## src/rtl/pid_pkg.sv

```systemverilog
package pid_pkg;

  // Which source pair feeds the label for the current request
  typedef enum logic [1:0] {
    SRC_L0  = 2'd0,
    SRC_L1  = 2'd1,
    SRC_TOP = 2'd2
  } pid_src_e;

  typedef struct packed {
    pid_src_e sel;
    logic     map_on;
  } pid_route_t;

endpackage

```

## src/rtl/pid_src_sel.sv

```systemverilog
module pid_src_sel
  import pid_pkg::*;
(
  input  logic [1:0] priv_lvl,
  input  logic       lvl2_on,
  input  logic       host_ext,
  input  logic       tge_bit,
  input  logic       guest_lock,
  input  logic       map_en_l0,
  input  logic       map_en_l1,
  output pid_route_t route
);

  logic borrow;
  logic host_mode;

  // Level 0 takes the level-1 pair only with the layer on, trap-general clear and lock set
  assign borrow    = (priv_lvl == 2'd0) && lvl2_on && !tge_bit && guest_lock;
  assign host_mode = host_ext && tge_bit;

  always_comb begin
    route.sel    = SRC_TOP;
    route.map_on = 1'b0;
    unique case (priv_lvl)
      2'd0: begin
        if (borrow) begin
          route.sel    = SRC_L1;
          route.map_on = lvl2_on && map_en_l1;
        end else begin
          route.sel    = SRC_L0;
          route.map_on = lvl2_on && map_en_l0 && !host_mode;
        end
      end
      2'd1: begin
        route.sel    = SRC_L1;
        route.map_on = lvl2_on && map_en_l1;
      end
      default: begin
        route.sel    = SRC_TOP;
        route.map_on = 1'b0;
      end
    endcase
  end

endmodule

```

## src/rtl/pid_vmap.sv

```systemverilog
module pid_vmap #(
  parameter int unsigned PID_W    = 16,
  parameter int unsigned MAP_REGS = 8,
  parameter int unsigned FIELDS   = 4
) (
  input  logic [PID_W-1:0]                 vid,
  input  logic [MAP_REGS*FIELDS*PID_W-1:0] bank,
  output logic [PID_W-1:0]                 pid
);

  localparam int unsigned REG_W = FIELDS * PID_W;
  localparam int unsigned NUM_V = MAP_REGS * FIELDS;
  localparam int unsigned FLD_W = (FIELDS > 1) ? $clog2(FIELDS) : 1;
  localparam int unsigned RSL_W = (MAP_REGS > 1) ? $clog2(MAP_REGS) : 1;
  localparam int unsigned IDX_W = FLD_W + RSL_W;

  logic [REG_W-1:0] regs   [MAP_REGS];
  logic [PID_W-1:0] fields [MAP_REGS][FIELDS];
  logic [RSL_W-1:0] reg_sel;
  logic [FLD_W-1:0] fld_sel;
  logic             in_range;
  logic [IDX_W-1:0] idx;

  // Break the flat bank into registers and then into fields
  for (genvar r = 0; r < MAP_REGS; r++) begin : g_reg
    assign regs[r] = bank[r*REG_W +: REG_W];
    for (genvar f = 0; f < FIELDS; f++) begin : g_fld
      assign fields[r][f] = regs[r][f*PID_W +: PID_W];
    end
  end

  assign in_range = (vid < PID_W'(NUM_V));
  assign idx      = vid[IDX_W-1:0];
  assign fld_sel  = idx[FLD_W-1:0];
  assign reg_sel  = idx[IDX_W-1:FLD_W];

  always_comb begin
    if (in_range) begin
      pid = fields[reg_sel][fld_sel];
    end else begin
      pid = '0;
    end
  end

endmodule

```

## src/rtl/pid_label_gen.sv

```systemverilog
module pid_label_gen
  import pid_pkg::*;
#(
  parameter int unsigned PID_W    = 16,
  parameter int unsigned MAP_REGS = 8,
  parameter int unsigned FIELDS   = 4
) (
  input  logic                             clk,
  input  logic                             rst_n,
  input  logic [1:0]                       priv_lvl,
  input  logic                             lvl2_on,
  input  logic                             host_ext,
  input  logic                             tge_bit,
  input  logic                             guest_lock,
  input  logic                             map_en_l0,
  input  logic                             map_en_l1,
  input  logic [PID_W-1:0]                 src0_iid,
  input  logic [PID_W-1:0]                 src0_did,
  input  logic [PID_W-1:0]                 src1_iid,
  input  logic [PID_W-1:0]                 src1_did,
  input  logic [PID_W-1:0]                 top_iid,
  input  logic [PID_W-1:0]                 top_did,
  input  logic [MAP_REGS*FIELDS*PID_W-1:0] map_bank,
  output logic [PID_W-1:0]                 phys_iid,
  output logic [PID_W-1:0]                 phys_did
);

  localparam int unsigned NSIDE = 2;  // instruction side, data side

  logic [1:0]       rst_sync;
  logic             rst_q_n;
  pid_route_t       route;
  logic [PID_W-1:0] raw_id  [NSIDE];
  logic [PID_W-1:0] map_id  [NSIDE];
  logic [PID_W-1:0] nxt_id  [NSIDE];
  logic [PID_W-1:0] lab_q   [NSIDE];

  // Reset: asserted asynchronously, released on the clock
  always_ff @(posedge clk or negedge rst_n) begin
    if (!rst_n) begin
      rst_sync <= 2'b00;
    end else begin
      rst_sync <= {rst_sync[0], 1'b1};
    end
  end
  assign rst_q_n = rst_sync[1];

  pid_src_sel u_sel (
    .priv_lvl  (priv_lvl),
    .lvl2_on   (lvl2_on),
    .host_ext  (host_ext),
    .tge_bit   (tge_bit),
    .guest_lock(guest_lock),
    .map_en_l0 (map_en_l0),
    .map_en_l1 (map_en_l1),
    .route     (route)
  );

  always_comb begin
    unique case (route.sel)
      SRC_L0: begin
        raw_id[0] = src0_iid;
        raw_id[1] = src0_did;
      end
      SRC_L1: begin
        raw_id[0] = src1_iid;
        raw_id[1] = src1_did;
      end
      default: begin
        raw_id[0] = top_iid;
        raw_id[1] = top_did;
      end
    endcase
  end

  for (genvar s = 0; s < NSIDE; s++) begin : g_side
    pid_vmap #(
      .PID_W   (PID_W),
      .MAP_REGS(MAP_REGS),
      .FIELDS  (FIELDS)
    ) u_map (
      .vid (raw_id[s]),
      .bank(map_bank),
      .pid (map_id[s])
    );

    // Next-state selection
    always_comb begin
      nxt_id[s] = route.map_on ? map_id[s] : raw_id[s];
    end

    // Label register
    always_ff @(posedge clk or negedge rst_q_n) begin
      if (!rst_q_n) begin
        lab_q[s] <= '0;
      end else begin
        lab_q[s] <= nxt_id[s];
      end
    end
  end

  assign phys_iid = lab_q[0];
  assign phys_did = lab_q[1];

endmodule

```

## config.mk

```make
export PLATFORM = sky130hd
export DESIGN_NAME = pid_label_gen
export DESIGN_NICKNAME = d
export VERILOG_FILES = /design/src/rtl/pid_pkg.sv /design/src/rtl/pid_src_sel.sv /design/src/rtl/pid_vmap.sv /design/src/rtl/pid_label_gen.sv
export SDC_FILE = /design/constraint.sdc
export NUM_CORES = 1
export LEC_CHECK = 0
export CAP_MARGIN = 10
export CORE_AREA = 2 2 256 258
export DETAILED_ROUTE_END_ITERATION = 10
export DIE_AREA = 0 0 258 260
export SLEW_MARGIN = 10
export SYNTH_ARGS = -nofsm -noshare
export SYNTH_HDL_FRONTEND = slang
export SYNTH_SLANG_ARGS = --single-unit
export TNS_END_PERCENT = 10
```

## constraint.sdc

```tcl
create_clock -name clk -period 1 [get_ports clk]
set_input_delay 0.2 -clock clk [delete_from_list [all_inputs] [get_ports clk]]
set_output_delay 0.2 -clock clk [all_outputs]
set_load 0.02 [all_outputs]
```

== Word-level counts from Yosys, hierarchy flattened ==
Index checks and enable logic that the tools add are counted.
Word-level totals
  output and inout port bits: 32
  logic and storage cells: 45
  flip-flop bits (word level): 34
Operators by class
  reductions and logical operators: 11
  $lt $le $gt $ge: 6
  multiplexer cells: 19
  eq/ne operators: 2
  bitwise logic cells: 4
Operators by type and width (count)
  binary-select mux 64 bit (select 3 bit): 2
  two-way mux 64 bit: 4
  two-way mux 16 bit: 8
  binary-select mux 16 bit (select 2 bit): 2
  one-hot mux 32 bit (2 select lines): 1
  less-than comparator 16 x 6 -> 1 bit (second input constant): 2
  >= comparator 4 bit (second input constant): 2
  NOT 3 -> 4 bit: 2
  logical AND 1 bit: 7
  >= comparator 3 bit (second input constant): 2
  NOT 2 -> 3 bit: 2
  one-hot mux 3 bit (2 select lines): 1
  == test 2 x 1 -> 1 bit (second input constant): 2
  logical NOT 2 bit: 2
  logical NOT 1 bit: 2
  two-way mux 2 bit: 1

== Logic depth before layout (Yosys ltp) ==
  word-level depth: 17
  depth in mapped cells: 13

== Cells and area by module ==
Synthesis repeated with hierarchy kept, for this count alone.
Unflattened totals
  cell total of the unflattened synthesis: 848
  area, all modules: 10578.9 µm²
Modules (own cells, without submodules)
  pid_vmap: area each 4028.9 µm², sequential area each 0.0 µm², cells each 295, instances 2
  pid_label_gen: area each 2464.9 µm², sequential area each 850.8 µm², cells each 249, instances 1
  pid_src_sel: area each 56.3 µm², sequential area each 0.0 µm², cells each 9, instances 1

== Least setup slack after synthesis ==
No wires, ideal clock.
  path type: input to register
  start point: input port tge_bit
  end point: register lab_q (netlist bit phys_iid[4])
  arrival: 2.224 ns
  required time: 0.858 ns
  cell stages on the path: 10
  setup slack: -1.366 ns
  cell sequence: and3b_1 > buf_6 > nor2_2 > o31ai_4 > buf_6 > buf_2 > mux4_2 > mux2i_1 > a2bb2oi_1 > o2111ai_1
RTL lines
  start: declaration: RTL line pid_label_gen.sv:13  | input logic tge_bit,
  end signal: indexed assignment: RTL line pid_label_gen.sv:97  | lab_q[s] <= nxt_id[s];
  end: declaration: RTL line pid_label_gen.sv:36  | logic [PID_W-1:0] lab_q [NSIDE];

==> reports/summary.txt <==
CTS Root Buffer Type = clkbuf_16
I/O pins = 650
Clk_lat worst skew = 290 ps
Worst endpoint required time = 1180 ps
Post-synthesis cell count = 1,666
Fmax = 0.371 GHz
Power Dens Cells = 766 nW/µm²
Port buffer count = 649
Largest net degree at the start of global routing = 40
Syn. warnings = 0
Clk_skew = 9.60 ps
Reg2reg path depth = 1
WP data arrival = 2870 ps
Max-Cap Viols = 0
Number of H-tree levels = 2
Area post-placement = 21,800 µm²
Clk sinks = 34
Vias in the first global route = 17,400
WL final = 92,200 µm
Violated checks = setup timing
DR iter-0 viols = 1,644
Mean Syn Cell Area = 6.95 µm²
Hold-fix buffers, CTS = 0
Commonest non-fill, non-tap cell in the layout = clkdlybuf4s50_1
Setup TNS = -48,580 ps
Synthesized flop and latch total = 34
Die Y = 260 µm
Register area = 853 µm²
Syn nets = 2,284
Netlist Area Pre-Place = 11,600 µm²
Die X = 258 µm
Wire length per cell = 27.0 µm
Num CTS Buffers = 5
Area delta synth->final = 101%
Net count, final = 3,167
Setup crit start kind = primary input
Clock Tree Buf Depth = 2
Total number of vias = 17,800
First-pass GRT wire length = 127,000 µm
Design Area, Final = 23,300 µm²
Unrepaired setup endpoints after global routing = true
Number of flops mapped to enable cells by yosys = 0
Core Area = 64,100 µm²
Final setup margin = -1690 ps
Hold Fails Final Rpt = 0
Cell variety after synth = 82
Cell row count = 93
Initial antenna violation count = 19
Most frequent cells in the layout = 600 x clkdlybuf4s50_1, 500 x nand2_1, 304 x buf_4
Fillers = 6,688
Async set-or-reset flop fraction in the synthesized netlist = 1.00
CP Capture Type = register
Gr usage total = 0.259
Outcome = finished, violations left
Final period utilization = 2.69
CP max FO = 7
RD Place Congestion = 0.952
Share of layout cells above drive strength 1 = 0.260
# setup viols final = 60
Worst vdd ir = 0.000612 V
DR vias/cell = 5.21
Reg clk slew, reported paths = 60 ps
Synth Flop Type = dfrtp_1
DRT Pass-1 Iters = 6
Footprint of the multi-input gates = 10,600 µm²
Detailed Place HPWL = 76,400 µm
Slew headroom = 0.631
GRT Residual Overflow = 0
TritonCTS clock tree = yes
HP Class = in -> async
P_leak = 9.72 nW
CP Class = in -> reg
Routed Antenna Nets = 0
Slew Viols, Final = 0
Sequential area share after synthesis = 0.0734
Minimum clock period = 2690 ps
Worst-Margin Slew = 553 ps
Total die area = 67,100 µm²
Starting Density = 0.181
DRC Markers = 0
[state kept, by name, summed over array words and instances (netlist names)]
| name | cells |
|---|---|
| phys_did | 16 |
| phys_iid | 16 |
| rst_sync | 2 |
[per-stage QoR]
stage / instances / worst slack (ps) / total power, mW / util / hold WS, ps
6_report: 3411 / -1690 / 17.8 / 0.363 / 64.4
3_5_place_dp: 3363 / -2700 / 15.1 / 0.341 / 244
5_1_grt: 3405 / -1700 / 18.7 / 0.363 / 61.7
4_1_cts: 3389 / -1620 / 17.5 / 0.355 / 57.7
2_1_floorplan: 1666 / -1310 / 7.27 / - / -95.6
3_3_place_gp: 3363 / -2760 / 15.1 / 0.341 / 244
[layer usage]
metal	wire [µm]	vias up	global-route usage
met5	150	-	0
met4	2760	22	0.0617
met3	7430	180	0.0507
met2	44400	1007	0.457
met1	37400	8542	0.324
li1	-	8023	-
[synthesized netlist by cell type (4+ instances only)]
library cell	count	area share
o21ai_1	4	0.0017
buf_4	17	0.011
mux2i_1	180	0.16
a31o_1	4	0.0030
o211ai_1	17	0.011
nor3_2	4	0.0035
nand4_1	10	0.0054
dfrtp_1	34	0.073
and3_1	24	0.013
a2111oi_0	4	0.0030
a211o_1	23	0.017
clkbuf_1	38	0.012
a311oi_1	14	0.011
nor2_1	53	0.017
nand2_1	509	0.16
buf_2	88	0.038
a22oi_1	42	0.027
o22ai_1	11	0.0059
a211oi_1	7	0.0045
mux4_2	67	0.13
inv_1	5	0.0016
nand3_1	147	0.064
a31oi_1	13	0.0070
nor3_1	16	0.0069
a221oi_1	22	0.017
buf_1	9	0.0029
buf_6	15	0.015
a32oi_1	26	0.020
o21ai_2	5	0.0038
nor4_1	15	0.0081
o22ai_2	4	0.0043
or4_1	6	0.0039
o21ai_0	33	0.014
mux2_2	7	0.0068
a31o_2	11	0.0083
a21boi_1	4	0.0026
a21oi_1	114	0.049
[what timing repair did]
| item | 4_1_cts | 5_1_grt |
|---|---|---|
| gates resized for setup | 223 | 70 |
| pin swaps | 38 | 34 |
| cloned | 4 | 4 |
| setup endpoints to repair | 64 | 64 |
| setup buffers | 17 | 11 |
[cell type report]
class,count,area share
inverter,6,0.000967
tap,855,0.0459
antenna,8,0.000860
multi-input combinational,1461,0.455
clock buffer,6,0.00596
timing repair buffer,1041,0.454
sequential,34,0.0366
[worst max-delay path: stages]
cell and delay (ps):
buf_6 100, and3b_2 340, nor2_4 80, o31ai_4 260, buf_12 160, buf_12 160, bufbuf_16 300, mux4_2 560
a22oi_2 310, a21boi_1 140, a211o_1 240
[cell families after synthesis]
kind of cell	after synthesis	share of synthesized area
other cells	1	0.000324
flops	34	0.0734
compound gates	397	0.249
simple gates	807	0.304
buf+inv	173	0.0808
mux	254	0.293
[final timing paths]
path                             startpoint           to  slack (ps)
worst max-delay path                tge_bit  phys_iid[7]       -1690
worst min-delay path                  rst_n  rst_sync[0]          60
worst max register to register  rst_sync[1]  phys_iid[9]         520
worst min register to register  rst_sync[1]  phys_did[8]         240
max in group asynchronous       rst_sync[1]  phys_iid[9]         520
min in group clk                rst_sync[0]  rst_sync[1]         360
[where the power goes]
part | internal (mW) | switching (mW)
Clock | 0.967 | 0.691
Sequential | 1.52 | 0.115
Combinational | 7.40 | 7.14
Total | 9.89 | 7.94
(Power assumes the default switching activity.)
